--- config.mk ---
export PLATFORM = sky130hd
export DESIGN_NAME = scanline_irq_timer
export DESIGN_NICKNAME = d
export VERILOG_FILES = /design/src/rtl/irq_timer_pkg.sv /design/src/rtl/irq_reg_decode.sv /design/src/rtl/irq_prescaler.sv /design/src/rtl/irq_line_counter.sv /design/src/rtl/scanline_irq_timer.sv
export SDC_FILE = /design/constraint.sdc
export NUM_CORES = 1
export LEC_CHECK = 0
export BUFFER_PORTS_ARGS = -buffer_cell sky130_fd_sc_hd__buf_2
export CAP_MARGIN = 25
export CELL_PAD_IN_SITES_DETAIL_PLACEMENT = 0
export CELL_PAD_IN_SITES_GLOBAL_PLACEMENT = 1
export CORE_UTILIZATION = 45
export DETAILED_ROUTE_END_ITERATION = 8
export PLACE_DENSITY_LB_ADDON = 0.1
export RECOVER_POWER = 100
export SYNTH_ARGS = -nofsm -noshare
export SYNTH_HDL_FRONTEND = slang
export SYNTH_SLANG_ARGS = --single-unit
--- constraint.sdc ---
create_clock -name clk -period 5.89 [get_ports clk]
set_input_delay 0.589 -clock clk [delete_from_list [all_inputs] [get_ports clk]]
set_output_delay 0.589 -clock clk [all_outputs]
set_load 0.005 [all_outputs]
--- src/rtl/irq_timer_pkg.sv ---
package irq_timer_pkg;

  localparam logic [15:0] REG_MASK = 16'hF003;
  localparam logic [15:0] REG_RLO  = 16'hF000;
  localparam logic [15:0] REG_CTRL = 16'hF001;
  localparam logic [15:0] REG_RHI  = 16'hF002;
  localparam logic [15:0] REG_ACK  = 16'hF003;

  typedef enum logic [2:0] {
    OP_NONE,
    OP_RLO,
    OP_RHI,
    OP_CTRL,
    OP_ACK
  } reg_op_e;

endpackage

--- src/rtl/irq_reg_decode.sv ---
module irq_reg_decode
  import irq_timer_pkg::*;
#(
  parameter int ADDR_W = 16,
  parameter int DATA_W = 8,
  parameter int CNT_W  = 8,
  parameter int EN_BIT = 1
) (
  input  logic              clk,
  input  logic              rst_n,
  input  logic              wr_en,
  input  logic [ADDR_W-1:0] wr_addr,
  input  logic [DATA_W-1:0] wr_data,
  output reg_op_e           op,
  output logic              en_bit,
  output logic [CNT_W-1:0]  reload_q
);
  localparam int NIB_W = CNT_W / 2;

  logic [ADDR_W-1:0] code;
  logic [NIB_W-1:0]  nib;

  function automatic logic [CNT_W-1:0] merge_half(
    input logic [CNT_W-1:0] old, input logic [NIB_W-1:0] half, input logic upper);
    logic [CNT_W-1:0] r;
    r = old;
    if (upper) r[CNT_W-1:NIB_W] = half;
    else       r[NIB_W-1:0]     = half;
    return r;
  endfunction

  assign code   = wr_addr & ADDR_W'(REG_MASK);
  assign nib    = NIB_W'(wr_data);
  assign en_bit = wr_data[EN_BIT];

  always_comb begin
    op = OP_NONE;
    if (wr_en) begin
      if      (code == ADDR_W'(REG_RLO))  op = OP_RLO;
      else if (code == ADDR_W'(REG_RHI))  op = OP_RHI;
      else if (code == ADDR_W'(REG_CTRL)) op = OP_CTRL;
      else if (code == ADDR_W'(REG_ACK))  op = OP_ACK;
    end
  end

  always_ff @(posedge clk or negedge rst_n) begin
    if (!rst_n)             reload_q <= '0;
    else if (op == OP_RLO)  reload_q <= merge_half(reload_q, nib, 1'b0);
    else if (op == OP_RHI)  reload_q <= merge_half(reload_q, nib, 1'b1);
  end

  assert_keep_high_R1: assert property (@(posedge clk) disable iff (!rst_n)
    (op == OP_RLO) |=> (reload_q[CNT_W-1:NIB_W] == $past(reload_q[CNT_W-1:NIB_W]))
                       && (reload_q[NIB_W-1:0] == $past(nib)));
  assert_keep_low_R1: assert property (@(posedge clk) disable iff (!rst_n)
    (op == OP_RHI) |=> (reload_q[NIB_W-1:0] == $past(reload_q[NIB_W-1:0]))
                       && (reload_q[CNT_W-1:NIB_W] == $past(nib)));
  assert_no_stray_R12: assert property (@(posedge clk) disable iff (!rst_n)
    (op != OP_RLO && op != OP_RHI) |=> $stable(reload_q));
endmodule

--- src/rtl/irq_prescaler.sv ---
module irq_prescaler #(
  parameter int PRESC_W       = 10,
  parameter int LINE_DOTS     = 341,
  parameter int DOTS_PER_TICK = 3
) (
  input  logic clk,
  input  logic rst_n,
  input  logic load,
  input  logic run,
  output logic line_evt
);
  typedef logic signed [PRESC_W-1:0] presc_t;

  function automatic presc_t drain(input presc_t p);
    return p - presc_t'(DOTS_PER_TICK);
  endfunction

  function automatic logic spent(input presc_t d);
    return d <= presc_t'(0);
  endfunction

  function automatic presc_t refill(input presc_t d);
    return d + presc_t'(LINE_DOTS);
  endfunction

  presc_t presc_q;
  presc_t drained;

  assign drained  = drain(presc_q);
  assign line_evt = run && spent(drained);

  always_ff @(posedge clk or negedge rst_n) begin
    if (!rst_n)        presc_q <= '0;
    else if (load)     presc_q <= presc_t'(LINE_DOTS);
    else if (run)      presc_q <= spent(drained) ? refill(drained) : drained;
  end

  assert_presc_range_R5: assert property (@(posedge clk) disable iff (!rst_n)
    (presc_q > -presc_t'(DOTS_PER_TICK)) && (presc_q <= presc_t'(LINE_DOTS)));
  assert_refill_pos_R5: assert property (@(posedge clk) disable iff (!rst_n)
    line_evt |=> (presc_q > presc_t'(0)));
  assert_idle_presc_R7: assert property (@(posedge clk) disable iff (!rst_n)
    (!run && !load) |=> $stable(presc_q));
  assert_arm_presc_R3: assert property (@(posedge clk) disable iff (!rst_n)
    load |=> (presc_q == presc_t'(LINE_DOTS)));
endmodule

--- src/rtl/irq_line_counter.sv ---
module irq_line_counter #(
  parameter int CNT_W = 8
) (
  input  logic             clk,
  input  logic             rst_n,
  input  logic             load,
  input  logic [CNT_W-1:0] load_val,
  input  logic             step,
  output logic             wrap_evt
);
  logic [CNT_W-1:0] count_q;

  function automatic logic [CNT_W-1:0] bump(input logic [CNT_W-1:0] c);
    return c + CNT_W'(1);
  endfunction

  assign wrap_evt = step && (count_q == '1);

  always_ff @(posedge clk or negedge rst_n) begin
    if (!rst_n)     count_q <= '0;
    else if (load)  count_q <= load_val;
    else if (step)  count_q <= bump(count_q);
  end

  assert_arm_load_R3: assert property (@(posedge clk) disable iff (!rst_n)
    load |=> (count_q == $past(load_val)));
  assert_wrap_zero_R6: assert property (@(posedge clk) disable iff (!rst_n)
    wrap_evt |=> (count_q == '0));
  assert_idle_count_R7: assert property (@(posedge clk) disable iff (!rst_n)
    (!load && !step) |=> $stable(count_q));
endmodule

--- src/rtl/scanline_irq_timer.sv ---
module scanline_irq_timer
  import irq_timer_pkg::*;
#(
  parameter int ADDR_W        = 16,
  parameter int DATA_W        = 8,
  parameter int CNT_W         = 8,
  parameter int PRESC_W       = 10,
  parameter int LINE_DOTS     = 341,
  parameter int DOTS_PER_TICK = 3,
  parameter int EN_BIT        = 1
) (
  input  logic              clk,
  input  logic              rst_n,
  input  logic              wr_en,
  input  logic [ADDR_W-1:0] wr_addr,
  input  logic [DATA_W-1:0] wr_data,
  input  logic              cycle_tick,
  output logic              irq
);
  reg_op_e          op;
  logic             en_bit;
  logic [CNT_W-1:0] reload_q;
  logic             ctrl_wr, ack_wr, arm_load, run, line_evt, wrap_evt;
  logic             armed_q, pend_q;

  irq_reg_decode #(.ADDR_W(ADDR_W), .DATA_W(DATA_W), .CNT_W(CNT_W), .EN_BIT(EN_BIT))
    u_decode (.clk(clk), .rst_n(rst_n), .wr_en(wr_en), .wr_addr(wr_addr),
              .wr_data(wr_data), .op(op), .en_bit(en_bit), .reload_q(reload_q));

  assign ctrl_wr  = (op == OP_CTRL);
  assign ack_wr   = (op == OP_ACK);
  assign arm_load = ctrl_wr && en_bit;
  assign run      = armed_q && cycle_tick && !ctrl_wr;

  irq_prescaler #(.PRESC_W(PRESC_W), .LINE_DOTS(LINE_DOTS), .DOTS_PER_TICK(DOTS_PER_TICK))
    u_presc (.clk(clk), .rst_n(rst_n), .load(arm_load), .run(run), .line_evt(line_evt));

  irq_line_counter #(.CNT_W(CNT_W))
    u_count (.clk(clk), .rst_n(rst_n), .load(arm_load), .load_val(reload_q),
             .step(line_evt), .wrap_evt(wrap_evt));

  always_ff @(posedge clk or negedge rst_n) begin
    if (!rst_n)        armed_q <= 1'b0;
    else if (ctrl_wr)  armed_q <= en_bit;
  end

  always_ff @(posedge clk or negedge rst_n) begin
    if (!rst_n)                  pend_q <= 1'b0;
    else if (wrap_evt)           pend_q <= 1'b1;
    else if (ctrl_wr || ack_wr)  pend_q <= 1'b0;
  end

  assign irq = pend_q;

  assert_ctrl_clears_R2: assert property (@(posedge clk) disable iff (!rst_n)
    ctrl_wr |=> !irq);
  assert_ack_clears_R4: assert property (@(posedge clk) disable iff (!rst_n)
    (ack_wr && !wrap_evt) |=> !irq);
  assert_rise_on_wrap_R6: assert property (@(posedge clk) disable iff (!rst_n)
    $rose(pend_q) |-> $past(wrap_evt));
  assert_hold_level_R8: assert property (@(posedge clk) disable iff (!rst_n)
    (irq && !ack_wr && !ctrl_wr) |=> irq);
  assert_disarmed_quiet_R7: assert property (@(posedge clk) disable iff (!rst_n)
    !armed_q |-> !line_evt);
  assert_tick_drop_R11: assert property (@(posedge clk) disable iff (!rst_n)
    ctrl_wr |-> !line_evt);
endmodule

**Yosys cells after proc, flatten, opt, wreduce, memory -nomap -nowiden**

Cells that the tools add are included.

- Register bits after elaboration: 28
- Bits in latches: 0
- Bits in writable memories: 0
- Memory bits (read-only): 0
- Output and inout bits: 1
- Word-level logic and storage cells: 44
- Memories: 0

- $add $sub $neg: 3
- Multipliers: 0
- Div/mod/pow operators: 0
- $lt $le $gt $ge: 1
- Equality and inequality tests: 9
- Shift-type cells: 0
- Muxes and demuxes: 13
- Bitwise logic cells: 1
- Reductions and logical operators: 11

Operator list:

| kind | count |
|---|---|
| $mux 10 | 3 |
| $eq 6x6->1 const B | 4 |
| $mux 8 | 2 |
| $mux 3 | 5 |
| $add 10x10->10 const B | 1 |
| $le 10x1->1 const B | 1 |
| $sub 10x3->10 const B | 1 |
| $add 8x1->8 const B | 1 |
| $eq 8x8->1 const B | 1 |
| $eq 3x2->1 const B | 2 |
| $reduce_bool 2->1 | 3 |
| $logic_and 1x1->1 | 5 |
| $mux 4 | 1 |
| $eq 3x1->1 const B | 1 |
| $eq 3x3->1 const B | 1 |
| $mux 1 | 2 |
| $reduce_and 2->1 | 1 |
| $logic_not 1->1 | 1 |
| $logic_or 1x1->1 | 1 |
| $not 1->1 | 1 |

**Longest topological paths before layout**

Gate-level depths: netlist of the first run.

- Depth in word-level cells: 12
- Gate-level depth with buffers: 12
- Gate-level depth less buffers: 8

**By module**

A second synthesis of the first run with hierarchy kept.

- Cell total of the unflattened synthesis: 229
- Area total of the unflattened synthesis: 2,060.7 µm²

By module, submodules not included:

| module | times used | cells an instance | area each (µm²) |
|---|---|---|---|
| irq_prescaler | 1 | 141 | 1,114.8 |
| irq_line_counter | 1 | 51 | 462.9 |
| irq_reg_decode | 1 | 28 | 382.9 |
| scanline_irq_timer | 1 | 9 | 100.1 |

**Least setup slack after synthesis of the first run**

Ideal clock, no wire load.

- Path type: reg-to-reg
- From: reg u_presc.presc_q[2]
- To: reg u_count.count_q[7]
- Setup time: 0.126 ns
- Arrival time: 2.448 ns
- Path slack: 3.316 ns
- Cell stages (with the launch flop): 13
- Buffers on the path: 4
- Period minus slack after synthesis: 2.574 ns
- Cells stage by stage: dfrtp_1 -> clkbuf_1 -> inv_1 -> ha_1 -> a211o_1 -> buf_2 -> nand4b_1 -> o311a_2 -> buf_6 -> nand2_1 -> buf_2 -> nor3_1 -> a221o_1

- Cells in the longest elaborated chain, start to end: 4

RTL lines:

| element | RTL line | source |
|---|---|---|
| from (decl) | irq_prescaler.sv:26 | `presc_t presc_q;` |
| from (signal assigned) | irq_prescaler.sv:34 | `else if (load) presc_q <= presc_t'(LINE_DOTS);` |
| from (signal assigned) | irq_prescaler.sv:35 | `else if (run) presc_q <= spent(drained) ? refill(drained) : drained;` |
| $sub 10x3->10 | irq_prescaler.sv:15 | `return p - presc_t'(DOTS_PER_TICK);` |
| $le 10x1->1 | irq_prescaler.sv:19 | `return d <= presc_t'(0);` |
| $logic_and 1x1->1 | irq_prescaler.sv:30 | `assign line_evt = run && spent(drained);` |
| $reduce_bool 2->1 (no line) | - |  |
| to (signal assigned) | irq_line_counter.sv:21 | `else if (load) count_q <= load_val;` |
| to (signal assigned) | irq_line_counter.sv:22 | `else if (step) count_q <= bump(count_q);` |
| to (decl) | irq_line_counter.sv:11 | `logic [CNT_W-1:0] count_q;` |

Every way passes these cells.
A chain may end at the register's enable or synchronous reset.

**Worst setup path in the final report of the first run**

- From: reg u_presc.presc_q[2]
- To: reg u_presc.presc_q[4]

- Cells in the longest elaborated chain, start to end: 5

RTL lines:

| element | RTL line |
|---|---|
| $sub 10x3->10 (*) | irq_prescaler.sv:15 |
| $add 10x10->10 or $le 10x1->1 (tied branches) | irq_prescaler.sv:23, irq_prescaler.sv:19 |
| $mux 10 (*) (2 in a row) | irq_prescaler.sv:35 |
| $mux 10 (*) | irq_prescaler.sv:34 |

Every way passes the cells marked *; elsewhere a longest branch is shown, timed or not. The select of a mux whose other input is x is not followed.

==> results.toml, run 1 <==
[final_layout]
regArea_sq_um = 701
fin_nets = 256
post-route-cell-area_sq_um = 2100
drive_above_1_share_pct = 15.7
fin_cells = 273
syn_to_final_growth_pct = 7.00
final_core_util_pct = 51.5
fill_cells = 378
num_antenna_cells = 0
multi_input_area_sq_um = 1160

[cts]
clk_latency_ns = 0.28
hold_buffers = 0
post_cts_buffers = 0
numCtsBuffers = 3
root_buffer = "clkbuf_8"
clock_sinks = 28
htreeDepth = 1
clk_path_buf_depth = 2
post_cts_resized = 0
cts_tree = "built"
cts.clk_slew.worst_paths_ns = 0.10

[place]
postPlaceCellArea_sq_um = 2030
io_buffers = 14
routabilityCongestion = 0.806
dp_cells = 268
hpwlAfterDp_mm = 3.21
preCtsSetupSlack_ns = 3.10

[setup_path]
cpMostUsedCell = "nor2_1"
crit_path_max_incr_delay_ns = 0.95
cp_slowest_cell = "o311ai_0"
cp_top_family = "compound AO/OA/AOI/OAI gates"
critical_path_class = "reg -> reg"
cp-end-kind = "flop"
worstSetupStartpointType = "flop"
worstPathArrival_ns = 3.26
critical_path_buf_inv_count = 1
path_cells = "inv_1, ha_1, a211o_1, nor2_1, o311ai_0, nor2_1, xnor2_1, a211oi_1"
path_max_fanout = 13
required_ns = 6.08

[timing]
fin_crit_sh_pct = 52.3
final_hold_viol_count = 0
setup-violations-final = 0
slew_headroom_pct = -1.30
setup_slack_ns = 2.81
hold_slack_ns = 0.501
tns_ns = 0
max_freq_mhz = 325
worst_pin_slew_ns = 1.52
drv_slew = 29
skew_ns = 0.00547
period_needed_ns = 3.08
rsz0062_at_grt = "false"

[detailed_routing]
ant_nets = 0
vias = 1678
drt_first_pass_iters = 4
via_per_inst = 6.15
drcViolationCount = 0
wire_per_inst_microns = 15.8
routed_wl_mm = 4.31
drtIter0Drc = 115

[synth]
yosysTopAreaCellShare_pct = 35.6
synth_enable_flop_cells = 0
synth_cell_types = 61
ys_ff_latch = 28
syn_area_per_cell_sq_um = 9.06
synth_nets = 249
synth_area_sq_um = 1970
ys.flop_type = "dfrtp_1"
synth.area.top_cells = "dfrtp_1, mux2_2, nand2_1"
synth_top_area_cell = "dfrtp_1"
synth_most_common_cell = "dfrtp_1"
synthCells = 217
synth_common_cells = "dfrtp_1, nand2_1, nor2_1, nand3_1"
ys_seq_area_share_pct = 35.6
ys_warn_count = 0
synthArstFlopShare_pct = 100

[power_and_ir_drop]
vdd_drop_max_mv = 0.163
leakagePower_nw = 0.910
power.density_nw_per_um2 = 384
fin_total_pwr_mw = 0.807

[floorplanning]
die_h_microns = 68.1
die-area_sq_um = 4640
die_width_microns = 68.1
ios = 29
rows = 23
core-area_sq_um = 4090
start_util_pct = 48.1

[global_route]
antenna_found_initial = 0
overflow = 0
grt_pass1_wl_mm = 7.38
grt_max_degree = 29
grt_usage_pct = 21.2
first_global_vias = 1639

[outcome]
status = "finished, violations left"
violations = "max-capacitance violations, max-slew violations"

[min_path]
hold_path.class = "reg -> reg"

[flow_run]
cap_violations = 1
==> cells in the final DEF (no fill, tap or decap), drive strengths merged, types with 5 or more instances in the layout <==
master  netlist  routed
nor3          9       9
o21ai         9       9
a21oi        10      10
inv           6       6
nand3        11      11
mux2          8       8
buf           7      15
nor2         19      19
dfrtp        28      28
nand2        19      19
xnor2         5       5
==> report_power, final <==
| part | total (mW) | internal, mW | switching (mW) | leakage [nW] |
|---|---|---|---|---|
| Combinational | 0.339 | 0.152 | 0.187 | 0.513 |
| Sequential | 0.317 | 0.233 | 0.0842 | 0.362 |
| Clock | 0.151 | 0.0911 | 0.0601 | 0.0357 |
| Total | 0.807 | 0.476 | 0.331 | 0.910 |
==> per-layer routing <==
layer	wire [microns]	track usage, %	share of wire [%]
met3	84	2.17	1.9
met5	0	0	0
met4	41	5.99	0.95
met1	1980	26.4	46
met2	2210	38.5	51
==> state kept, by name, indices dropped and copies added (netlist names) <==
name and cells:
u_count.count_q 8, u_decode.reload_q 8, irq 1, armed_q 1
u_presc.presc_q 10
==> path summary, 6_finish.rpt <==
check / startpoint / to / slack (ns) / depth (start not counted)
hold reg to reg: u_decode.reload_q[1]$_DFFE_PN0N_ / u_count.count_q[1]$_DFFE_PN0P_ / 0.50 / 2
hold / removal: u_decode.reload_q[1]$_DFFE_PN0N_ / u_count.count_q[1]$_DFFE_PN0P_ / 0.50 / 2
setup reg to reg: u_presc.presc_q[2]$_DFFE_PN0P_ / u_presc.presc_q[4]$_DFFE_PN0P_ / 2.81 / 8
max in group asynchronous: rst_n / u_presc.presc_q[9]$_DFFE_PN0P_ / 4.34 / 1
setup / recovery: u_presc.presc_q[2]$_DFFE_PN0P_ / u_presc.presc_q[4]$_DFFE_PN0P_ / 2.81 / 8
min in group asynchronous: rst_n / u_decode.reload_q[5]$_DFFE_PN0P_ / 0.66 / 1
==> cell type report <==
class	instances	share of cell area [%]
multi-input combinational	169	55.3
tap	50	2.97
clock inverter	1	1.43
timing repair buffer	16	3.98
clock buffer	3	1.96
sequential	28	33.3
inverter	6	1.07
==> kinds of logic after synthesis <==
family                     Yosys count  synth area share [%]
muxes                               10                  5.60
buffers and inverters               20                  4.90
adders and majority gates            4                  2.54
and+or+nand+nor                     81                  21.2
DFF                                 28                  35.6
AOI/OAI and AO/OA                   65                  26.1
xor gates and xnor gates             9                  4.01
==> worst reg2reg max path, delay by kind of cell, from the launching register on <==
family	cells	cell delay (ns)
flops	1	0.52
simple gates	2	0.31
compound gates	3	1.57
buf+inv	1	0.13
fa+ha+maj	1	0.26
xor+xnor	1	0.19
Power figures use the tool's default switching activity.
==> run 2: changes to the inputs <==
--- a/config.mk
+++ b/config.mk
@@ -9,7 +9,7 @@
 export CAP_MARGIN = 25
 export CELL_PAD_IN_SITES_DETAIL_PLACEMENT = 0
 export CELL_PAD_IN_SITES_GLOBAL_PLACEMENT = 1
-export CORE_UTILIZATION = 45
+export CORE_UTILIZATION = 39
 export DETAILED_ROUTE_END_ITERATION = 8
 export PLACE_DENSITY_LB_ADDON = 0.1
 export RECOVER_POWER = 100
==> constraint.sdc (replaced) <==
create_clock -name clk -period 2.63 [get_ports clk]
set_input_delay 0.263 -clock clk [delete_from_list [all_inputs] [get_ports clk]]
set_output_delay 0.263 -clock clk [all_outputs]
set_load 0.005 [all_outputs]
==> run 2 against run 1 <==
Effect of this change: the flow still finishes with violations (max-capacitance violations, max-slew violations); largest power group unchanged; sequential power rose by 92%; critical path type unchanged; global-route usage fell by 1.3 points; non-clock buffer count rose by 12.
==> results.toml, run 2 (synthesized netlist as in run 1, its figures left out) <==
[outcome]
status = "finished, violations left"
violations = "max-capacitance violations, max-slew violations"

[global_route]
first_global_vias = 1685
grt_max_degree = 29
grt_usage_pct = 19.9
antenna_found_initial = 0
overflow = 0
grt_pass1_wl_mm = 7.92

[cts]
clk_latency_ns = 0.28
post_cts_buffers = 0
clock_sinks = 28
numCtsBuffers = 3
cts_tree = "built"
root_buffer = "clkbuf_8"
cts.clk_slew.worst_paths_ns = 0.09
htreeDepth = 1
clk_path_buf_depth = 2

[flow_run]
cap_violations = 1

[setup_path]
critical_path_buf_inv_count = 1
crit_path_max_incr_delay_ns = 0.42
worstSetupStartpointType = "flop"
critical_path_class = "reg -> reg"
path_cells = "ha_1, a211o_1, buf_4, nor2_1, xor2_1, a21bo_2, and3_1, o31ai_1"
cp_top_family = "compound AO/OA/AOI/OAI gates"
required_ns = 2.80
cp-end-kind = "flop"
path_max_fanout = 7
cp_slowest_cell = "dfrtp_1"
worstPathArrival_ns = 2.61

[floorplanning]
core-area_sq_um = 4790
start_util_pct = 41.1
ios = 29
rows = 25
die_h_microns = 73.0
die-area_sq_um = 5330
die_width_microns = 73.0

[detailed_routing]
via_per_inst = 5.79
drcViolationCount = 0
routed_wl_mm = 4.71
wire_per_inst_microns = 15.7
ant_nets = 0
vias = 1742
drtIter0Drc = 95
drt_first_pass_iters = 4

[final_layout]
syn_to_final_growth_pct = 11.5
drive_above_1_share_pct = 20.1
fin_cells = 301
fill_cells = 463
fin_nets = 268
top_regs = "u_presc.presc_q x10, u_count.count_q x8, u_decode.reload_q x8"
regArea_sq_um = 701
layout_commonest_cell = "dfrtp_1"
layout_common_cells = "dfrtp_1, nand2_1, nor2_1, buf_2, buf_4"
multi_input_area_sq_um = 1180
final_core_util_pct = 45.8
largest-register = "u_presc.presc_q"
largest_register_ffs = 10
num_antenna_cells = 0

[timing]
period_needed_ns = 2.45
worst_pin_slew_ns = 1.54
skew_ns = 0.00498
slew_headroom_pct = -2.91
final_hold_viol_count = 0
hold_slack_ns = 0.223
fin_crit_sh_pct = 93.1
drv_slew = 29
rsz0062_at_grt = "false"
max_freq_mhz = 409
tns_ns = 0
setup-violations-final = 0

[min_path]
hold_path.class = "in -> reg"

[power_and_ir_drop]
p_clk_share_pct = 12.7
swShare_pct = 42.1
fin_total_pwr_mw = 1.85
combPwrFrac_pct = 54.4
power.density_nw_per_um2 = 845
power_frac_seq_pct = 32.8
leakagePower_nw = 0.952
p_int_mw = 1.07
power.switching_mw = 0.779
vdd_drop_max_mv = 0.322

[place]
io_buffers = 14
hpwlAfterDp_mm = 3.59
routabilityCongestion = 0.800
dp_cells = 298
[run 2: final timing paths]
kind / start / cells past startpoint / slack [ns] / endpoint
setup / recovery: u_presc.presc_q[1]$_DFFE_PN0P_ / 8 / 0.18 / u_presc.presc_q[7]$_DFFE_PN0P_
hold / removal: wr_data[3] / 2 / 0.22 / u_decode.reload_q[3]$_DFFE_PN0N_
setup reg to reg: u_presc.presc_q[1]$_DFFE_PN0P_ / 8 / 0.18 / u_presc.presc_q[7]$_DFFE_PN0P_
hold reg to reg: irq$_DFFE_PN0P_ / 1 / 0.51 / irq$_DFFE_PN0P_
max in group asynchronous: rst_n / 1 / 1.38 / u_presc.presc_q[8]$_DFFE_PN0P_
min in group asynchronous: rst_n / 1 / 0.34 / u_decode.reload_q[5]$_DFFE_PN0P_
[run 2: metrics by stage]
stage	cell area, sq um	setup WS [ns]
3_5_place_dp	2150	0.210
5_1_grt	2190	0.0217
3_3_place_gp	2150	0.240
6_report	2190	0.182
2_1_floorplan	1970	0.0564
4_1_cts	2190	0.175
[run 2: worst register-to-register path, stage by stage, from the launching register on]
cell and delay (ns):
dfrtp_1 0.42, ha_1 0.29, a211o_1 0.37, buf_4 0.18, nor2_1 0.24, xor2_1 0.17, a21bo_2 0.25, and3_1 0.14
o31ai_1 0.29
[run 2: cell type report]
cell class	instances	area share (%)
Multi-Input combinational cell	169	53.7
Timing Repair Buffer	28	7.59
Inverter	6	1.03
Clock buffer	3	1.88
Sequential cell	28	32.0
Tap cell	67	3.82
[run 2: per-layer routing]
metal  global-route usage, %  wire length, microns  up-vias
met5                       0                     0        -
met4                    8.71                    93        0
met3                    2.21                   137        8
met2                    36.8                  2460       38
met1                    23.0                  2020      844
li1                        -                     -      852
[run 2: repair_timing]
item / in CTS / in global routing
endpoints found under the setup margin: 0 / 1
hold buffers: 0 / 0
gates resized for setup: 0 / 1
hold endpoints to repair: 0 / 0
[run 2: power by group through the flow]
stage / logic, mW / registers (mW) / clock network [mW]
after detailed placement: 1.00 / 0.617 / 0
after global routing: 1.12 / 0.622 / 0.263
after CTS: 1.01 / 0.608 / 0.245
after global placement: 0.976 / 0.612 / 0
after floorplan: 0.737 / 0.590 / 0
final: 1.01 / 0.609 / 0.236
==> run 3: changes to the inputs <==
--- a/config.mk
+++ b/config.mk
@@ -5,10 +5,12 @@
 export SDC_FILE = /design/constraint.sdc
 export NUM_CORES = 1
 export LEC_CHECK = 0
+export ABC_CLOCK_PERIOD_IN_PS = 2630
 export BUFFER_PORTS_ARGS = -buffer_cell sky130_fd_sc_hd__buf_2
 export CAP_MARGIN = 25
 export CELL_PAD_IN_SITES_DETAIL_PLACEMENT = 0
 export CELL_PAD_IN_SITES_GLOBAL_PLACEMENT = 1
+export CORE_MARGIN = 3
 export CORE_UTILIZATION = 39
 export DETAILED_ROUTE_END_ITERATION = 8
 export PLACE_DENSITY_LB_ADDON = 0.1
==> run 3 against run 2 <==
Effect of this change: the flow finishes with violations (max-capacitance violations); non-clock buffer count is 4 lower; maximum frequency is 1.2% lower; routed wire length is 2.1% higher; global-route usage is 3.2 points lower; clock skew is 0.0036 ns lower; critical path type unchanged; critical endpoint is now u_count.count_q[4]$_DFFE_PN0P_.
==> results.toml, run 3 (synthesized netlist as in run 1, its figures left out) <==
[outcome]
status = "finished, violations left"
violations = "max-capacitance violations"

[global_route]
grt_usage_pct = 16.7
antenna_found_initial = 0
grt_max_degree = 29
overflow = 0
grt_pass1_wl_mm = 8.29
first_global_vias = 1756

[power_and_ir_drop]
swShare_pct = 43.0
power.switching_mw = 0.784
leakagePower_nw = 0.938
power_frac_seq_pct = 34.3
combPwrFrac_pct = 53.1
p_clk_share_pct = 12.6
fin_total_pwr_mw = 1.82
vdd_drop_max_mv = 0.320
power.density_nw_per_um2 = 834
p_int_mw = 1.04

[detailed_routing]
via_per_inst = 5.87
drtIter0Drc = 84
ant_nets = 0
vias = 1742
drt_first_pass_iters = 4
routed_wl_mm = 4.81
wire_per_inst_microns = 16.2
drcViolationCount = 0

[timing]
drv_slew = 0
slew_headroom_pct = 0.486
rsz0062_at_grt = "false"
fin_crit_sh_pct = 94.2
tns_ns = 0
period_needed_ns = 2.48
skew_ns = 0.00135
max_freq_mhz = 404
final_hold_viol_count = 0
setup-violations-final = 0
worst_pin_slew_ns = 1.49

[setup_path]
cp_top_family = "compound AO/OA/AOI/OAI gates"
rr_startpoint = "u_presc.presc_q[5]$_DFFE_PN0P_"
crit_path_max_incr_delay_ns = 0.57
worstSetupStartpointType = "flop"
path_max_fanout = 11
r2r_end = "u_count.count_q[4]$_DFFE_PN0P_"
required_ns = 2.79
cp-end-kind = "flop"
critical_path_class = "reg -> reg"
critical_path_buf_inv_count = 0
cp_slowest_cell = "or4_4"
reg2reg_slack_ns = 0.15
path_cells = "or4_4, a211oi_4, o311a_2, nand2_1, o311ai_0"
worstPathArrival_ns = 2.64
r2r_cells = 5

[final_layout]
layout_commonest_cell = "dfrtp_1"
drive_above_1_share_pct = 20.4
fin_cells = 297
fill_cells = 478
top_regs = "u_presc.presc_q x10, u_count.count_q x8, u_decode.reload_q x8"
largest-register = "u_presc.presc_q"
largest_register_ffs = 10
num_antenna_cells = 0
final_core_util_pct = 45.6
layout_common_cells = "dfrtp_1, nand2_1, nor2_1, buf_2, nand3_1"
fin_nets = 264
multi_input_area_sq_um = 1200
syn_to_final_growth_pct = 11.0
regArea_sq_um = 701

[place]
io_buffers = 14
dp_cells = 294
hpwlAfterDp_mm = 3.65
routabilityCongestion = 0.847

[cts]
clk_latency_ns = 0.27
cts.clk_slew.worst_paths_ns = 0.09
root_buffer = "clkbuf_8"
hold_buffers = 0
htreeDepth = 1
cts_tree = "built"
numCtsBuffers = 3
clk_path_buf_depth = 2
clock_sinks = 28
post_cts_buffers = 0

[flow_run]
cap_violations = 1

[min_path]
min_from = "wr_data[0]"
hold_path.class = "in -> reg"
min_to = "u_decode.reload_q[4]$_DFFE_PN0P_"
hold_depth = 2

[floorplanning]
die-area_sq_um = 5930
die_width_microns = 77.0
core-area_sq_um = 4790
rows = 25
ios = 29
start_util_pct = 41.1
die_h_microns = 77.0
[run 3: cell type report]
| class | count | share of cell area [%] |
|---|---|---|
| Inverter | 6 | 1.03 |
| Sequential cell | 28 | 32.1 |
| Tap cell | 67 | 3.84 |
| Timing Repair Buffer | 24 | 6.30 |
| Clock buffer | 3 | 1.89 |
| Multi-Input combinational cell | 169 | 54.8 |
[run 3: worst max path at each step]
stage                              startpoint                        endpoint  slack [ns]  cells past startpoint
2_1_floorplan  u_presc.presc_q[2]$_DFFE_PN0P_  u_count.count_q[7]$_DFFE_PN0P_        0.06                     12
3_3_place_gp   u_presc.presc_q[0]$_DFFE_PN0P_  u_presc.presc_q[5]$_DFFE_PN0P_        0.22                      7
3_5_place_dp   u_presc.presc_q[0]$_DFFE_PN0P_  u_presc.presc_q[5]$_DFFE_PN0P_        0.13                      7
4_1_cts        u_presc.presc_q[0]$_DFFE_PN0P_  u_presc.presc_q[5]$_DFFE_PN0P_        0.12                      7
5_1_grt        u_presc.presc_q[5]$_DFFE_PN0P_  u_count.count_q[4]$_DFFE_PN0P_        0.03                      5
6_report       u_presc.presc_q[5]$_DFFE_PN0P_  u_count.count_q[4]$_DFFE_PN0P_        0.15                      5
[run 3: what timing repair did]
item / in CTS / in global routing
hold endpoints to repair: 0 / 0
setup endpoints to repair: 0 / 2
gates resized for setup: 0 / 5
[run 3: layer usage]
layer	global-route usage (%)	wire, microns	vias up
met5	0	0	-
met4	4.45	65	0
met3	1.53	110	8
met2	29.9	2460	31
met1	21.6	2170	861
li1	-	-	842
[run 3: stage by stage]
step	cell area [sq um]	hold WS [ns]	setup slack, ns
3_3_place_gp	2120	0.311	0.223
5_1_grt	2180	0.224	0.0296
2_1_floorplan	1970	-0.0326	0.0564
4_1_cts	2160	0.0156	0.119
3_5_place_dp	2120	0.316	0.128
6_report	2180	0.231	0.153
[run 3: power by group through the flow]
stage / sequential [mW] / combinational [mW] / clock [mW]
2_1_floorplan: 0.590 / 0.737 / 0
3_3_place_gp: 0.626 / 0.919 / 0
3_5_place_dp: 0.631 / 0.943 / 0
4_1_cts: 0.622 / 0.947 / 0.239
5_1_grt: 0.642 / 1.07 / 0.257
6_report: 0.625 / 0.967 / 0.229
